==> src/rtl/trs_pkg.sv <==
package trs_pkg;

  typedef enum logic [1:0] {
    K_RESET = 2'd0,
    K_WRITE = 2'd1,
    K_READ  = 2'd2,
    K_WAIT  = 2'd3
  } step_kind_e;

  typedef struct packed {
    step_kind_e  kind;
    logic [7:0]  val;
  } step_t;

  localparam int unsigned SCRIPT_LEN = 9;
  localparam int unsigned STEP_W     = $clog2(SCRIPT_LEN);
  localparam int unsigned LABEL_W    = 3;

  localparam logic [7:0] CMD_SKIP    = 8'hCC;
  localparam logic [7:0] CMD_CONVERT = 8'h44;
  localparam logic [7:0] CMD_FETCH   = 8'hBE;
  localparam logic [7:0] ASCII_ZERO  = 8'h30;

  typedef enum logic [2:0] {
    S_IDLE,
    S_DISPATCH,
    S_OW,
    S_WAIT,
    S_CONV,
    S_EMIT
  } seq_state_e;

  typedef enum logic [1:0] {
    E_LABEL,
    E_TENS,
    E_UNITS
  } emit_phase_e;

  // Measurement script, one entry per step
  function automatic step_t script_step(input logic [STEP_W-1:0] idx);
    step_t s;
    case (idx)
      4'd0:    s = '{K_RESET, 8'h00};
      4'd1:    s = '{K_WRITE, CMD_SKIP};
      4'd2:    s = '{K_WRITE, CMD_CONVERT};
      4'd3:    s = '{K_WAIT,  8'h00};
      4'd4:    s = '{K_RESET, 8'h00};
      4'd5:    s = '{K_WRITE, CMD_SKIP};
      4'd6:    s = '{K_WRITE, CMD_FETCH};
      4'd7:    s = '{K_READ,  8'h00};
      default: s = '{K_READ,  8'h00};
    endcase
    return s;
  endfunction

  // Zero-terminated label text
  function automatic logic [7:0] label_char(input logic [LABEL_W-1:0] idx);
    logic [7:0] c;
    case (idx)
      3'd0:    c = 8'h57;
      3'd1:    c = 8'h65;
      3'd2:    c = 8'h72;
      3'd3:    c = 8'h74;
      default: c = 8'h00;
    endcase
    return c;
  endfunction

endpackage

==> src/rtl/trs_conv_timer.sv <==
module trs_conv_timer #(
  parameter int unsigned CYCLES = 1000
) (
  input  logic clk,
  input  logic rst_n,
  input  logic load,
  input  logic run,
  output logic expired
);
  localparam int unsigned CW = $clog2(CYCLES + 1);

  logic [CW-1:0] cnt_q, cnt_d;

  always_comb begin
    cnt_d = cnt_q;
    if (load)
      cnt_d = CW'(CYCLES - 1);
    else if (run && (cnt_q != '0))
      cnt_d = cnt_q - CW'(1);
  end

  assign expired = run && (cnt_q == '0);

  always_ff @(posedge clk or negedge rst_n) begin
    if (!rst_n)
      cnt_q <= '0;
    else if (load || run)
      cnt_q <= cnt_d;
  end
endmodule

==> src/rtl/trs_decimal_split.sv <==
module trs_decimal_split #(
  parameter int unsigned W     = 8,
  parameter int unsigned RADIX = 10
) (
  input  logic         clk,
  input  logic         rst_n,
  input  logic         start,
  input  logic [W-1:0] value,
  output logic [W-1:0] tens,
  output logic [W-1:0] units,
  output logic         done
);
  logic [W-1:0] rem_q, rem_d;
  logic [W-1:0] cnt_q, cnt_d;
  logic         busy_q, busy_d;
  logic         done_q, done_d;

  always_comb begin
    rem_d  = rem_q;
    cnt_d  = cnt_q;
    busy_d = busy_q;
    done_d = 1'b0;
    if (start) begin
      rem_d  = value;
      cnt_d  = '0;
      busy_d = 1'b1;
    end else if (busy_q) begin
      if (rem_q >= W'(RADIX)) begin
        rem_d = rem_q - W'(RADIX);
        cnt_d = cnt_q + W'(1);
      end else begin
        busy_d = 1'b0;
        done_d = 1'b1;
      end
    end
  end

  always_ff @(posedge clk or negedge rst_n) begin
    if (!rst_n) begin
      rem_q  <= '0;
      cnt_q  <= '0;
      busy_q <= 1'b0;
      done_q <= 1'b0;
    end else begin
      rem_q  <= rem_d;
      cnt_q  <= cnt_d;
      busy_q <= busy_d;
      done_q <= done_d;
    end
  end

  assign tens  = cnt_q;
  assign units = rem_q;
  assign done  = done_q;
endmodule

==> src/rtl/trs_text_emitter.sv <==
module trs_text_emitter
  import trs_pkg::*;
(
  input  logic       clk,
  input  logic       rst_n,
  input  logic       start,
  input  logic [7:0] tens,
  input  logic [7:0] units,
  output logic [7:0] tx_data,
  output logic       tx_valid,
  input  logic       tx_ready,
  output logic       last_fire
);
  logic               active_q, active_d;
  emit_phase_e        phase_q, phase_d;
  logic [LABEL_W-1:0] idx_q, idx_d;
  logic [7:0]         ch;
  logic               at_term;
  logic               fire;

  assign ch      = label_char(idx_q);
  assign at_term = active_q && (phase_q == E_LABEL) && (ch == 8'h00);

  always_comb begin
    case (phase_q)
      E_TENS:  tx_data = ASCII_ZERO + tens;
      E_UNITS: tx_data = ASCII_ZERO + units;
      default: tx_data = ch;
    endcase
  end

  assign tx_valid  = active_q && !at_term;
  assign fire      = tx_valid && tx_ready;
  assign last_fire = fire && (phase_q == E_UNITS);

  always_comb begin
    active_d = active_q;
    phase_d  = phase_q;
    idx_d    = idx_q;
    if (start) begin
      active_d = 1'b1;
      phase_d  = E_LABEL;
      idx_d    = '0;
    end else if (at_term) begin
      phase_d = E_TENS;
    end else if (fire) begin
      case (phase_q)
        E_LABEL: idx_d    = idx_q + LABEL_W'(1);
        E_TENS:  phase_d  = E_UNITS;
        default: active_d = 1'b0;
      endcase
    end
  end

  always_ff @(posedge clk or negedge rst_n) begin
    if (!rst_n) begin
      active_q <= 1'b0;
      phase_q  <= E_LABEL;
      idx_q    <= '0;
    end else begin
      active_q <= active_d;
      phase_q  <= phase_d;
      idx_q    <= idx_d;
    end
  end
endmodule

==> src/rtl/temp_report_seq.sv <==
module temp_report_seq
  import trs_pkg::*;
#(
  parameter int unsigned CLK_HZ  = 100_000_000,
  parameter int unsigned CONV_MS = 1000
) (
  input  logic       clk,
  input  logic       rst_n,
  input  logic       start,
  output logic       done,
  output logic [7:0] temp_deg,
  output logic       ow_req,
  output logic [1:0] ow_op,
  output logic [7:0] ow_wdata,
  input  logic       ow_ack,
  input  logic [7:0] ow_rdata,
  output logic [7:0] tx_data,
  output logic       tx_valid,
  input  logic       tx_ready
);
  localparam int unsigned CONV_CYCLES = (CLK_HZ / 1000) * CONV_MS;
  localparam logic [STEP_W-1:0] LAST_STEP = STEP_W'(SCRIPT_LEN - 1);

  seq_state_e        state_q, state_d;
  logic [STEP_W-1:0] step_q, step_d;
  logic [7:0]        lo_q, lo_d;
  logic [7:0]        temp_q, temp_d;
  logic              done_q, done_d;

  step_t      cur;
  logic       ow_done;
  logic       last_step;
  logic [7:0] conv_val;
  logic       tmr_load, tmr_run, tmr_expired;
  logic       bcd_start, bcd_done;
  logic [7:0] bcd_tens, bcd_units;
  logic       emit_start, emit_last;

  assign cur       = script_step(step_q);
  assign ow_req    = (state_q == S_OW);
  assign ow_op     = cur.kind;
  assign ow_wdata  = cur.val;
  assign ow_done   = ow_req && ow_ack;
  assign last_step = (step_q == LAST_STEP);
  assign conv_val  = {ow_rdata[0], lo_q[7:1]};

  assign tmr_load   = (state_q == S_DISPATCH) && (cur.kind == K_WAIT);
  assign tmr_run    = (state_q == S_WAIT);
  assign bcd_start  = ow_done && last_step;
  assign emit_start = (state_q == S_CONV) && bcd_done;

  always_comb begin
    state_d = state_q;
    step_d  = step_q;
    lo_d    = lo_q;
    temp_d  = temp_q;
    done_d  = 1'b0;
    case (state_q)
      S_IDLE: begin
        if (start) begin
          step_d  = '0;
          state_d = S_DISPATCH;
        end
      end
      S_DISPATCH: begin
        state_d = (cur.kind == K_WAIT) ? S_WAIT : S_OW;
      end
      S_OW: begin
        if (ow_done) begin
          if (last_step) begin
            temp_d  = conv_val;
            state_d = S_CONV;
          end else begin
            if (cur.kind == K_READ)
              lo_d = ow_rdata;
            step_d  = step_q + STEP_W'(1);
            state_d = S_DISPATCH;
          end
        end
      end
      S_WAIT: begin
        if (tmr_expired) begin
          step_d  = step_q + STEP_W'(1);
          state_d = S_DISPATCH;
        end
      end
      S_CONV: begin
        if (bcd_done)
          state_d = S_EMIT;
      end
      S_EMIT: begin
        if (emit_last) begin
          done_d  = 1'b1;
          state_d = S_IDLE;
        end
      end
      default: state_d = S_IDLE;
    endcase
  end

  always_ff @(posedge clk or negedge rst_n) begin
    if (!rst_n) begin
      state_q <= S_IDLE;
      step_q  <= '0;
      lo_q    <= '0;
      temp_q  <= '0;
      done_q  <= 1'b0;
    end else begin
      state_q <= state_d;
      step_q  <= step_d;
      lo_q    <= lo_d;
      temp_q  <= temp_d;
      done_q  <= done_d;
    end
  end

  assign done     = done_q;
  assign temp_deg = temp_q;

  trs_conv_timer #(.CYCLES(CONV_CYCLES)) timer_i (
    .clk     (clk),
    .rst_n   (rst_n),
    .load    (tmr_load),
    .run     (tmr_run),
    .expired (tmr_expired)
  );

  trs_decimal_split #(.W(8), .RADIX(10)) split_i (
    .clk   (clk),
    .rst_n (rst_n),
    .start (bcd_start),
    .value (conv_val),
    .tens  (bcd_tens),
    .units (bcd_units),
    .done  (bcd_done)
  );

  trs_text_emitter emit_i (
    .clk       (clk),
    .rst_n     (rst_n),
    .start     (emit_start),
    .tens      (bcd_tens),
    .units     (bcd_units),
    .tx_data   (tx_data),
    .tx_valid  (tx_valid),
    .tx_ready  (tx_ready),
    .last_fire (emit_last)
  );
endmodule

==> config.mk <==
export PLATFORM = sky130hd
export DESIGN_NAME = temp_report_seq
export DESIGN_NICKNAME = d
export VERILOG_FILES = /design/src/rtl/trs_pkg.sv /design/src/rtl/trs_conv_timer.sv /design/src/rtl/trs_decimal_split.sv /design/src/rtl/trs_text_emitter.sv /design/src/rtl/temp_report_seq.sv
export SDC_FILE = /design/constraint.sdc
export NUM_CORES = 1
export LEC_CHECK = 0
export BUFFER_PORTS_ARGS = -buffer_cell sky130_fd_sc_hd__buf_2
export CORE_MARGIN = 2
export CORE_UTILIZATION = 35
export CTS_BUF_LIST = sky130_fd_sc_hd__clkbuf_8 sky130_fd_sc_hd__clkbuf_16
export DETAILED_ROUTE_END_ITERATION = 7
export PLACE_DENSITY = 0.59
export SYNTH_ARGS = -nofsm -noshare
export SYNTH_HDL_FRONTEND = slang
export SYNTH_SLANG_ARGS = --single-unit
==> constraint.sdc <==
create_clock -name clk -period 2.5 [get_ports clk]
set_clock_uncertainty 0.1 [all_clocks]
set_input_delay 0.125 -clock clk [delete_from_list [all_inputs] [get_ports clk]]
set_output_delay 0.125 -clock clk [all_outputs]
set_load 0.01 [all_outputs]
Yosys cells after proc, flatten, opt, wreduce, memory -nomap -nowiden
Memory sizes are Yosys's and may differ from the RTL's.
Index checks and enable logic that the tools add are counted.
Widths: inputs -> output; s select.
- add/subtract/negate cells: 7
- $lt $le $gt $ge: 1
- eq/ne operators: 21
- multiplexer cells: 44
- bitwise operators: 1
- reductions and logical operators: 37
- operators with widths (cell ; count):
    $mux 27 ; 2
    $mux 8 ; 6
    $mux 3 ; 10
    $pmux 7 s4 ; 1
    $logic_not 27->1 ; 1
    $reduce_bool 27->1 ; 1
    $sub 27x1->27 const B ; 1
    $pmux 3 s6 ; 1
    $add 6x8->8 const A ; 2
    $mux 4 ; 4
    $pmux 8 s2 ; 1
    $mux 1 ; 13
    $eq 3x2->1 const B ; 4
    $pmux 4 s3 ; 1
    $logic_and 1x1->1 ; 11
    $mux 10 ; 1
    $ne 2x1->1 const B ; 5
    $reduce_and 5->1 ; 2
    $reduce_bool 2->1 ; 5
    $reduce_and 3->1 ; 3
    $reduce_bool 3->1 ; 3
    $add 8x1->8 const B ; 1
    $ge 8x4->1 const B ; 1
    $logic_not 8->1 ; 1
    other kinds (18) ; 30
- bits in registers: 75
- bits in read-only memories: 72
- input bits: 13
- memories kept: 1
- memory list (name ; depth ; bits a word ; rd ports ; clocked after memory_dff ; wr ports ; RTL line ; RTL):
    (name not given) ; 8 ; 9 ; 1 ; 0 ; 0 ; trs_pkg.sv:42 ; case (idx)

Longest topological paths before layout
Gate-level depths: netlist (run 1).
- depth after elaboration: 10
- depth in mapped cells: 9
- depth with buffers taken out: 7

Cells and area by module
A second synthesis (run 1) with hierarchy kept.
- cells, all modules: 455
- area total of the unflattened synthesis: 4435.5 µm²
- modules (own cells, without submodules) (module ; times used ; cells an instance ; area each (µm²) ; seq. area each (µm²)):
    trs_conv_timer ; 1 ; 158 ; 1532.7 ; 675.6
    temp_report_seq ; 1 ; 112 ; 1237.4 ; 575.6
    trs_decimal_split ; 1 ; 98 ; 958.4 ; 450.4
    trs_text_emitter ; 1 ; 87 ; 706.9 ; 150.1

Least setup slack after synthesis (run 1)
No wires, ideal clock.
- path type: register to register
- start point: reg timer_i.cnt_q[0]
- end point: reg timer_i.cnt_q[24]
- arrival time: 2163 ps
- data required time: 2263 ps
- setup slack: 101 ps
- stages on the path, launching flop included: 9
- buffers on the path: 1
- period minus slack after synthesis: 2399 ps
- path through: dfrtp_1 -> inv_1 -> ha_1 -> or4b_1 -> or4_4 -> buf_6 -> nor4_4 -> and3_1 -> o21ai_1
- word-level cells in the longest chain between the ends: 4
- elaborated cells between the ends (all ways): 7
- those cells by class: add/sub: 1; mux: 2; reduce/logical: 4
- RTL lines (element ; RTL line ; RTL):
    start, declared ; trs_conv_timer.sv:12 ; logic [CW-1:0] cnt_q, cnt_d;
    start signal, assigned ; trs_conv_timer.sv:28 ; cnt_q <= cnt_d;
    parallel branches: the longest is 4 deep, another holds $sub 27x1->27 ; -- ;
Several ways; the timed one is not identified. The select of a mux whose other input is x is not followed.
A chain may end at the register's enable or synchronous reset.

Worst setup path after layout (run 1)
- start point: reg timer_i.cnt_q[13]
- end point: reg timer_i.cnt_q[24]
The elaborated chain is that of the path after synthesis.

==> metrics.md, run 1 <==
| Metric | Value |
|---|---|
| Status | `finished, violations left` |
| Failing checks | `negative setup slack` |
| WP data arrival | `2.62 ns` |
| Highest-count cells in the layout ignoring fill and taps | `dfrtp_1 (74), nand2_1 (51), nor2_1 (42)` |
| Nets | `530` |
| Max-slew violations | `0` |
| Core Region | `0.0115 mm^2` |
| Initial antenna violation count | `0` |
| Reg-to-Reg End | `timer_i.cnt_q[24]` |
| Ys flop type | `dfrtp_1` |
| Max VDD drop | `0.000652 V` |
| Dpl cell area | `0.00456 mm^2` |
| Fraction of layout cells with a size suffix above 1 | `19.8%` |
| Syn Nets | `469` |
| Ys Warns | `0` |
| Starting density of the core | `35.9%` |
| Via count normalized by instance count | `5.27` |
| Final core utilization | `44.3%` |
| Total GRT Usage | `16.1%` |
| FF-to-FF path depth | `5` |
| Vias in the first global route | `3433` |
| Congestion Overflow GR | `0` |
| Cells after Synth | `438` |
| Worst hold path class | `in -> reg` |
| WL met2 | `4630 um` |
| Mapped Avg Cell Area | `9.40 um^2` |
| Reg-to-reg slack, setup | `-0.01 ns` |
| Final Non-Filler Cells | `647` |
| Largest net degree at the start of global routing | `75` |
| Worst setup EP type | `flop` |
| Sequential share of the synthesized area | `45.0%` |
| Hold Path Depth | `3` |
| Total CTS buffers | `9` |
| Most common cell after layout, fill and taps aside | `dfrtp_1` |
| Worst setup margin | `-0.0148 ns` |
| Final hold vios | `0` |
| Final ANT Viol Nets | `0` |
| Leakage | `2.41 nW` |
| Synth area leader | `dfrtp_1` |
| Number of diodes | `0` |
| Area Growth Syn to Fin | `23.3%` |
| WL met1 | `4600 um` |
| Max Buffers Root-to-Sink | `2` |
| Routed WL | `9640 um` |
| PwrDens | `1160 mW/mm^2` |
| Die Y-Extent | `112 um` |
| Skew-Pair Late Insertion Delay | `0.33 ns` |
| Worst Path Required | `2.60 ns` |
| Crit path launch type | `flop` |
| Drc violations | `0` |
| Crit path max fanout | `8` |
| Final Critical Period | `2.51 ns` |
| Ranking of synthesized cells by area | `dfrtp_1 (45%), ha_1 (5.5%), nand2_1 (4.7%)` |
| Synth top area share | `45.0%` |
| Worst slew pin tran | `0.947 ns` |
| Worst hold margin | `0.0246 ns` |
| Row count | `39` |
| Post-Place Cells | `620` |
| Max Used Layer | `met4` |
| CTS tree | `done` |
| Reg-to-Reg Start | `timer_i.cnt_q[13]` |
| Cell area after layout | `0.00508 mm^2` |
| Unique cell type count in the Yosys netlist | `56` |
| RSZ-0062 raised after global routing | `true` |
| DP HPWL | `6630 um` |
| Final count of negative-setup-slack endpoints | `2` |
| Post-synth EDFFs | `0` |
| 1st-iter DRT viols | `152` |
| IO buf count | `40` |
| Full die area | `0.0126 mm^2` |
| Hold wc startpoint | `ow_ack` |
| Root buffer cell | `clkbuf_16` |
| Reg clk slew, reported paths | `0.06 ns` |
| First-pass DRT Iterations | `6` |
| CTS H-Tree Depth | `3` |
| Max Freq | `398 MHz` |
| IO Pins | `42` |
| #FFs+latches synth | `74` |
| Crit path kind | `reg -> reg` |
| Global-route wire length before repair | `16600 um` |
| Total negative slack | `-0.0150 ns` |
| Post-synth ARST share | `100%` |
| Worst rel slew slack | `36.9%` |
| CTS sink cnt | `74` |
| DR vias | `3410` |
| Post-Syn Area | `0.00412 mm^2` |
| Die X-Extent | `112 um` |
| Avg WL per Cell | `14.9 um` |
| Final clock period utilization by the worst path | `101%` |
| Max cap viols | `0` |
| Placer Congestion | `0.818` |
| Hold Path Sink | `state_q[1]` |
| WL met3 | `323 um` |
[kinds of logic (layout without fill, tap and decap cells)]
kind of cell    after synthesis  after routing  share of synthesized area [%]
xor+xnor                     21             21                           4.47
flops                        74             74                           45.0
other cells                   1              1                         0.0911
fa+ha+maj                    18             18                           5.47
simple gates                181            181                           22.6
buf+inv                      40            106                           4.38
compound gates               87             87                           13.9
mux                          16             16                           4.10
[metal layers]
metal | global-route usage, % | vias to the layer above
li1 | - | 1684
met1 | 21.3 | 1651
met2 | 26.7 | 65
met3 | 4.00 | 10
met4 | 3.66 | 0
met5 | 0 | -
[layout make-up]
type                    instances  area [um^2]
fillers                      1092         6390
multi-input cells             324         2130
flip-flops and latches         74         1850
repair buffers                 71          473
clock buffers                  10          239
well taps                     143          179
clock inverters                 6          129
inverters                      19         71.3
[state kept, by name (all words and copies together) (netlist names), 2 cells and up]
signal / count
emit_i.idx_q: 3
emit_i.phase_q: 2
lo_q: 7
split_i.tens: 8
split_i.units: 8
state_q: 3
step_q: 4
temp_deg: 8
timer_i.cnt_q: 27
[report_power, final]
part | total, mW | internal [mW] | switching [mW]
sequential | 2.06 | 1.61 | 0.448
clock | 1.59 | 1.10 | 0.495
combinational | 2.22 | 1.01 | 1.21
[worst max-delay path, stage by stage, from the launching register on]
cell	delay, ns
dfrtp_1	0.40
or4_4	0.59
or4_4	0.66
nor4_4	0.39
and3_1	0.20
o21ai_1	0.05
[synth_stat cells, types with 8 or more instances]
master	number
a21oi_1	21
clkbuf_1	15
dfrtp_1	74
ha_1	18
inv_1	19
mux2i_1	9
nand2_1	51
nand3_1	15
nand4_1	8
nor2_1	42
nor3_1	9
o21ai_0	22
o31ai_1	10
or3_1	9
or4_1	9
xnor2_1	13
xor2_1	8
[through the flow]
stage	setup WS [ns]	power [mW]
after floorplan	0.101	3.45
after global placement	-0.0408	4.11
after detailed placement	-0.0362	4.17
after CTS	0.00611	5.82
after global routing	-0.0702	6.29
final	-0.0148	5.87
[worst max-delay path by stage]
stage	start	endpoint	cells past startpoint
2_1_floorplan	timer_i.cnt_q[0]	timer_i.cnt_q[24]	8
3_3_place_gp	timer_i.cnt_q[0]	step_q[3]	9
3_5_place_dp	timer_i.cnt_q[0]	step_q[3]	9
4_1_cts	timer_i.cnt_q[0]	timer_i.cnt_q[24]	7
5_1_grt	timer_i.cnt_q[1]	timer_i.cnt_q[3]	8
6_report	timer_i.cnt_q[13]	timer_i.cnt_q[24]	5
[timing repair]
item                                    4_1_cts  5_1_grt
resized for setup                             1        7
cloned                                        0        0
hold buffers                                 10        0
buffers inserted                              0        1
pin swaps                                     0        2
hold endpoints to repair                     84        0
endpoints found under the setup margin        1       20
(Power assumes the default switching activity.)
==> run 2: changes to the inputs <==
--- a/config.mk
+++ b/config.mk
@@ -5,6 +5,7 @@
 export SDC_FILE = /design/constraint.sdc
 export NUM_CORES = 1
 export LEC_CHECK = 0
+export ABC_AREA = 1
 export BUFFER_PORTS_ARGS = -buffer_cell sky130_fd_sc_hd__buf_2
 export CORE_MARGIN = 2
 export CORE_UTILIZATION = 35
==> run 2 against run 1 <==
The flow now finishes without violations; sequential power fell by 7%; critical path depth increased by 2; design area up 5.6%; maximum frequency rose by 10%; setup slack improved by 0.23 ns; synthesized cell count grew 48%; clock power is 25% lower; critical endpoint is now tx_data[6]; largest power group unchanged; highest routed layer unchanged.
==> metrics.md, run 2 <==
| Metric | Value |
|---|---|
| Final Critical Period | `2.28 ns (-0.233 ns)` |
| Final count of negative-setup-slack endpoints | `0 (-2)` |
| DR vias | `4288 (+26%)` |
| Total negative slack | `0 ns (+0.0150 ns)` |
| Sequential share of the synthesized area | `39.9% (-5.0 points)` |
| Worst hold path class | `in -> reg` |
| Final ANT Viol Nets | `0 (unchanged)` |
| Syn Nets | `680 (+45%)` |
| CP max stage cell | `dfrtp_1` |
| Sw Ratio | `46.4% (+9.7 points)` |
| Worst Path Required | `2.28 ns (-0.32 ns)` |
| Register share of total power | `32.8% (-2.3 points)` |
| CP Cell Sequence | `inv_1 > ha_2 > o21ai_0 > ha_1 > xor2_1 > o21ai_0 > buf_2` |
| Total CTS buffers | `9 (unchanged)` |
| First-pass DRT Iterations | `4 (-2)` |
| Reg clk slew, reported paths | `0.07 ns (about the same)` |
| Initial antenna violation count | `0 (unchanged)` |
| Critical path's top delay family | `adder cells` |
| Die Y-Extent | `119 um (+5.9%)` |
| Multi-input gate area | `0.00239 mm^2 (+12%)` |
| Max Freq | `438 MHz (+10%)` |
| Most frequent cell after synthesis | `nand2_1` |
| Ranking of synthesized cells by area | `dfrtp_1 (40%), nand2_1 (15%), nor2_1 (6.5%)` |
| Final hold vios | `0 (unchanged)` |
| Ys Warns | `0 (unchanged)` |
| Skew-Pair Late Insertion Delay | `0.34 ns (about the same)` |
| Root buffer cell | `clkbuf_16` |
| Crit path kind | `reg -> out` |
| Drc violations | `0 (unchanged)` |
| Top cells by count, synth | `nand2_1 (191), nor2_1 (80), dfrtp_1 (74)` |
| Post-Place Cells | `853 (+38%)` |
| Final core utilization | `41.0% (-3.3 points)` |
| Sw Pwr | `2.72 mW (+26%)` |
| CP peak stage delay | `0.41 ns (-0.25 ns)` |
| WP data arrival | `2.06 ns (-0.56 ns)` |
| Max Used Layer | `met4` |
| Largest Register | `timer_i.cnt_q` |
| WL met2 | `5320 um (+15%)` |
| Full die area | `0.0142 mm^2 (+12%)` |
| DP HPWL | `8150 um (+23%)` |
| Worst slew pin tran | `0.970 ns (+0.0229 ns)` |
| CTS H-Tree Depth | `3 (unchanged)` |
| Core Region | `0.0131 mm^2 (+14%)` |
| Global-route wire length before repair | `19100 um (+15%)` |
| Leakage | `2.86 nW (+19%)` |
| Post-synth EDFFs | `0 (unchanged)` |
| WL met3 | `345 um (+6.8%)` |
| Starting density of the core | `35.4% (-0.46 points)` |
| Congestion Overflow GR | `0 (unchanged)` |
| Synth top area share | `39.9% (-5.0 points)` |
| Number of diodes | `0 (unchanged)` |
| Ys flop type | `dfrtp_1` |
| Routed WL | `11200 um (+16%)` |
| Max Buffers Root-to-Sink | `2 (unchanged)` |
| 1st-iter DRT viols | `264 (+74%)` |
| Largest net degree at the start of global routing | `75 (unchanged)` |
| Die X-Extent | `119 um (+5.9%)` |
| Synth area leader | `dfrtp_1` |
| Max reg flops | `27 (unchanged)` |
| Sequential standard cell area | `0.00185 mm^2 (unchanged)` |
| Final Non-Filler Cells | `878 (+36%)` |
| Final clock period utilization by the worst path | `91.3% (-9.3 points)` |
| Area Growth Syn to Fin | `15.6%` |
| Crit path launch type | `flop` |
| Avg WL per Cell | `12.8 um (-14%)` |
| Buffers and inverters on the worst path | `2 (+2)` |
| Highest-count cells in the layout ignoring fill and taps | `nand2_1 (191), nor2_1 (80), inv_1 (74), dfrtp_1 (74), nand3_1 (53)` |
| Cell mode on critical path | `o21ai_0` |
| Clk pwr share | `20.4% (-6.8 points)` |
| Max VDD drop | `0.000338 V (-48%)` |
| Placer Congestion | `0.898 (+9.8%)` |
| CTS sink cnt | `74 (unchanged)` |
| Post-Syn Area | `0.00464 mm^2 (+13%)` |
| Cells after Synth | `649 (+48%)` |
| Most common cell after layout, fill and taps aside | `nand2_1` |
| Max-slew violations | `0 (unchanged)` |
| Post-synth ARST share | `100% (unchanged)` |
| Row count | `42 (+7.7%)` |
| Via count normalized by instance count | `4.88 (-7.3%)` |
| Status | `finished, final reports clean` |
| Max cap viols | `0 (unchanged)` |
| Total GRT Usage | `16.5% (+0.46 points)` |
| Fraction of layout cells with a size suffix above 1 | `12.1% (-7.7 points)` |
| Nets | `728 (+37%)` |
| #FFs+latches synth | `74 (unchanged)` |
| Mapped Avg Cell Area | `7.14 um^2 (-24%)` |
| CTS tree | `done` |
| Crit path max fanout | `12 (+4)` |
| PwrDens | `1090 mW/mm^2 (-5.4%)` |
| Worst setup EP type | `output pin` |
| Pwr Total | `5.86 mW (about the same)` |
| RSZ-0062 raised after global routing | `false` |
| Vias in the first global route | `4046 (+18%)` |
| WL met1 | `5400 um (+17%)` |
| Unique cell type count in the Yosys netlist | `34 (-39%)` |
| Combinational share of power | `46.8% (+9.0 points)` |
| Internal | `3.14 mW (-15%)` |
| Fillers | `1374 (+26%)` |
| IO Pins | `42 (unchanged)` |
| IO buf count | `40 (unchanged)` |
| Worst rel slew slack | `35.3% (-1.5 points)` |
[run 2: cell types whose count changed in the layout (fill, tap and decap cells not counted), moves of 10 or more]
cell	previous run	this run
nand2_1	51	191
inv_1	19	74
nand3_1	15	53
nor2_1	42	80
o21ai_0	22	39
nand4_1	8	24
buf_4	21	8
a21oi_1	21	10
o21ai_1	1	12
xnor2_1	13	3
[run 2: layer usage]
layer  vias to the layer above  GRT usage (%)
li1                       2176              -
met1                      2025           22.0
met2                        75           27.5
met3                        12           2.73
met4                         0           5.21
met5                         -              0
[run 2: kinds of logic (layout without fill, tap and decap cells)]
logic type / after synthesis / count (layout) / synth area share (%)
AO/OA/AOI/OAI: 74 / 74 / 8.55
XOR/XNOR: 14 / 14 / 2.64
adder cells (fa/ha/maj): 18 / 18 / 4.86
buffers and inverters: 94 / 147 / 8.61
flip-flops: 74 / 74 / 39.9
other: 1 / 1 / 0.0809
AND/OR/NAND/NOR: 374 / 374 / 35.3
[run 2: what timing repair did]
| item | 4_1_cts | 5_1_grt |
|---|---|---|
| endpoints found under the setup margin | 0 | 2 |
| hold buffers | 9 | 0 |
| buffers inserted | 0 | 0 |
| endpoints found under the hold margin | 83 | 0 |
| gates resized for setup | 0 | 1 |
[run 2: final cells by class]
type / count / area share [%]
Clock buffer: 9 / 4.20
Inverter: 75 / 5.25
Multi-Input combinational cell: 481 / 44.6
Timing Repair Buffer: 56 / 6.44
Tap cell: 176 / 4.11
Sequential cell: 74 / 34.5
Clock inverter: 7 / 0.910
[run 2: power groups by stage]
stage | clock (mW) | combinational, mW | sequential (mW)
floorplan | 0 | 2.16 | 1.83
global placement | 0 | 2.67 | 1.92
detailed placement | 0 | 2.72 | 1.93
CTS | 1.22 | 2.75 | 1.92
global route | 1.28 | 3.16 | 1.97
finish | 1.20 | 2.75 | 1.92
[run 2: through the flow]
step,instance area (um^2),worst slack [ns],hold slack (ns)
finish,5360,0.218,0.0320
global route,5360,0.0506,0.0511
CTS,5360,0.0610,0.0277
detailed placement,4990,0.324,0.248
global placement,4990,0.392,0.243
floorplan,4640,0.633,-0.271
[run 2: worst reg2reg max path, delay by kind of cell, from the launching register on]
kind	cells	cell delay (ns)
AO/OA/AOI/OAI	1	0.09
adder cells (fa/ha/maj)	1	0.29
buffers and inverters	2	0.20
flip-flops	1	0.43
AND/OR/NAND/NOR	6	0.93
[run 2: worst paths after layout]
kind / startpoint / end / slack (ns) / cells past startpoint
max: emit_i.phase_q[0] / tx_data[6] / 0.22 / 7
min: tx_ready / emit_i.active_q / 0.03 / 4
max reg2reg: step_q[0] / lo_q[1] / 0.33 / 10
min reg2reg: temp_deg[7] / temp_deg[7] / 0.38 / 2
max in group asynchronous: rst_n / timer_i.cnt_q[17] / 1.29 / 2
min in group asynchronous: rst_n / split_i.tens[1] / 0.38 / 2
==> run 3: changes to the inputs <==
==> constraint.sdc (replaced) <==
create_clock -name clk -period 2.5 [get_ports clk]
set_clock_uncertainty 0.1 [all_clocks]
set_input_delay 0.375 -clock clk [delete_from_list [all_inputs] [get_ports clk]]
set_output_delay 0.375 -clock clk [all_outputs]
set_load 0.01 [all_outputs]
==> run 3 against run 2 <==
Wire length down 0.68%; first-iteration DRC count decreased by 6.1%; die area stayed put; count of clock-buffer cells in the layout is 1 higher; via count decreased by 0.68%; critical path depth is 1 higher; critical path type unchanged.
==> metrics.md, run 3 (same netlist as run 2, synthesis figures left out) <==
| Metric | Value |
|---|---|
| Buffers and inverters on the worst path | `2 (unchanged)` |
| Vias in the first global route | `4113 (+1.7%)` |
| DP HPWL | `8260 um (+1.3%)` |
| Leakage | `2.86 nW (about the same)` |
| Root buffer cell | `clkbuf_16` |
| Largest net degree at the start of global routing | `44 (-41%)` |
| Die Y-Extent | `119 um (unchanged)` |
| DR vias | `4259 (-0.68%)` |
| Crit path max fanout | `7 (-5)` |
| Register share of total power | `31.9% (-0.9 points)` |
| Global-route wire length before repair | `19400 um (+1.5%)` |
| WP data arrival | `1.88 ns (-0.18 ns)` |
| Worst slack at placement | `0.254 ns (-0.0705 ns)` |
| CP max stage cell | `dfrtp_1` |
| Row count | `42 (unchanged)` |
| Critical path's top delay family | `flip-flops` |
| IO buf count | `40 (unchanged)` |
| Clk pwr share | `22.4% (+2.0 points)` |
| Most common cell after layout, fill and taps aside | `nand2_1` |
| Fraction of layout cells with a size suffix above 1 | `12.8% (+0.68 points)` |
| Final clock period utilization by the worst path | `94.4% (+3.1 points)` |
| Status | `finished, final reports clean` |
| Number of diodes | `0 (unchanged)` |
| Drc violations | `0 (unchanged)` |
| Worst setup EP type | `output pin` |
| Final Critical Period | `2.36 ns (+0.0777 ns)` |
| Congestion Overflow GR | `0 (unchanged)` |
| Nets | `722 (-0.82%)` |
| Skew-Pair Late Insertion Delay | `0.34 ns (about the same)` |
| CTS tree | `done` |
| Fillers | `1363 (-0.80%)` |
| Reg clk slew, reported paths | `0.06 ns (about the same)` |
| CP peak stage delay | `0.40 ns (about the same)` |
| Total negative slack | `0 ns (unchanged)` |
| Combinational share of power | `45.7% (-1.1 points)` |
| Initial antenna violation count | `0 (unchanged)` |
| Total GRT Usage | `16.7% (+0.15 points)` |
| Highest-count cells in the layout ignoring fill and taps | `nand2_1 (191), nor2_1 (80), dfrtp_1 (74)` |
| Postcts setup bufs | `0 (unchanged)` |
| Worst Path Required | `2.03 ns (-0.25 ns)` |
| Crit path kind | `reg -> out` |
| Final count of negative-setup-slack endpoints | `0 (unchanged)` |
| CTS sink cnt | `74 (unchanged)` |
| Dpl cell area | `0.00502 mm^2 (+0.55%)` |
| Final ANT Viol Nets | `0 (unchanged)` |
| CTS H-Tree Depth | `3 (unchanged)` |
| 1st-iter DRT viols | `248 (-6.1%)` |
| Starting density of the core | `35.4% (unchanged)` |
| Worst setup margin | `0.140 ns (-0.0777 ns)` |
| Final hold vios | `0 (unchanged)` |
| Placer Congestion | `0.886 (-1.3%)` |
| Area Growth Syn to Fin | `15.5% (about the same)` |
| Crit path launch type | `flop` |
| Internal | `3.28 mW (+4.5%)` |
| Avg WL per Cell | `12.8 um (about the same)` |
| First-pass DRT Iterations | `5 (+1)` |
| Worst rel slew slack | `45.8% (+10 points)` |
| Cell area after layout | `0.00536 mm^2 (about the same)` |
| Via count normalized by instance count | `4.88 (about the same)` |
| Max cap viols | `0 (unchanged)` |
| Sw Ratio | `45.5% (-0.89 points)` |
| Sw Pwr | `2.74 mW (+0.82%)` |
| Max VDD drop | `0.000457 V (+35%)` |
| CP Cell Sequence | `inv_1 > ha_4 > nand2_1 > o21ai_1 > ha_1 > xor2_1 > o21ai_0 > buf_2` |
| Max Buffers Root-to-Sink | `2 (unchanged)` |
| Worst hold margin | `0.176 ns (+0.144 ns)` |
| Max reg flops | `27 (unchanged)` |
| Final core utilization | `40.9% (about the same)` |
| Total CTS buffers | `9 (unchanged)` |
| RSZ-0062 raised after global routing | `false` |
| Worst slew pin tran | `0.810 ns (-0.160 ns)` |
| Largest Register | `timer_i.cnt_q` |
| Max-slew violations | `0 (unchanged)` |
| Routed WL | `11100 um (-0.68%)` |
| Max Freq | `424 MHz (-3.3%)` |
| PwrDens | `1130 mW/mm^2 (+2.9%)` |
| IO Pins | `42 (unchanged)` |
| Core Region | `0.0131 mm^2 (unchanged)` |
| Worst hold path class | `in -> reg` |
| Die X-Extent | `119 um (unchanged)` |
| Full die area | `0.0142 mm^2 (unchanged)` |
run 3: worst paths after layout:
kind | startpoint | slack [ns] | endpoint | cells after the start
worst max-delay path | emit_i.phase_q[0] | 0.14 | tx_data[6] | 8
worst min-delay path | ow_rdata[0] | 0.18 | temp_deg[7] | 3
worst max register to register | step_q[0] | 0.27 | timer_i.cnt_q[6] | 8
worst min register to register | temp_deg[1] | 0.38 | temp_deg[1] | 2
max in group asynchronous | rst_n | 1.22 | timer_i.cnt_q[25] | 3
min in group asynchronous | rst_n | 0.48 | split_i.tens[4] | 2
run 3: layer usage:
metal	part of all wire, %	wire [um]	vias to the layer above	track usage [%]
met4	1.6	177	0	6.40
met2	45	4970	107	26.7
met1	50	5540	1969	23.1
li1	-	-	2166	-
met3	4.1	459	17	1.96
met5	0	0	-	0
run 3: metrics by stage:
stage	cells	total power, mW
after detailed placement	855	4.67
after global routing	872	6.57
final	872	6.03
after floorplan	649	3.99
after global placement	855	4.61
after CTS	872	6.06
run 3: power by group through the flow:
stage                     clock network (mW)  logic (mW)  registers, mW
after floorplan                            0        2.16           1.83
after global placement                     0        2.69           1.93
after detailed placement                   0        2.74           1.94
after CTS                               1.39        2.75           1.92
after global routing                    1.44        3.16           1.98
final                                   1.35        2.75           1.92
run 3: what timing repair did:
item / CTS / global route
hold buffers: 1 / 0
endpoints found under the hold margin: 42 / 0
gates cloned: 0 / 0
setup endpoints to repair: 2 / 3
resized for setup: 1 / 3
run 3: worst min-delay path, delay by kind of cell:
kind          cells  cell delay, ns
buf+inv           1            0.08
simple gates      2            0.13
run 3: cell type report:
cell class / count / area [um^2] / share of cell area [%]
clock buffers: 10 / 239 / 4.46
clock inverters: 6 / 72.6 / 1.35
repair buffers: 50 / 293 / 5.47
well taps: 176 / 220 / 4.11
inverters: 75 / 282 / 5.26
multi-input cells: 481 / 2400 / 44.8
flip-flops and latches: 74 / 1850 / 34.6
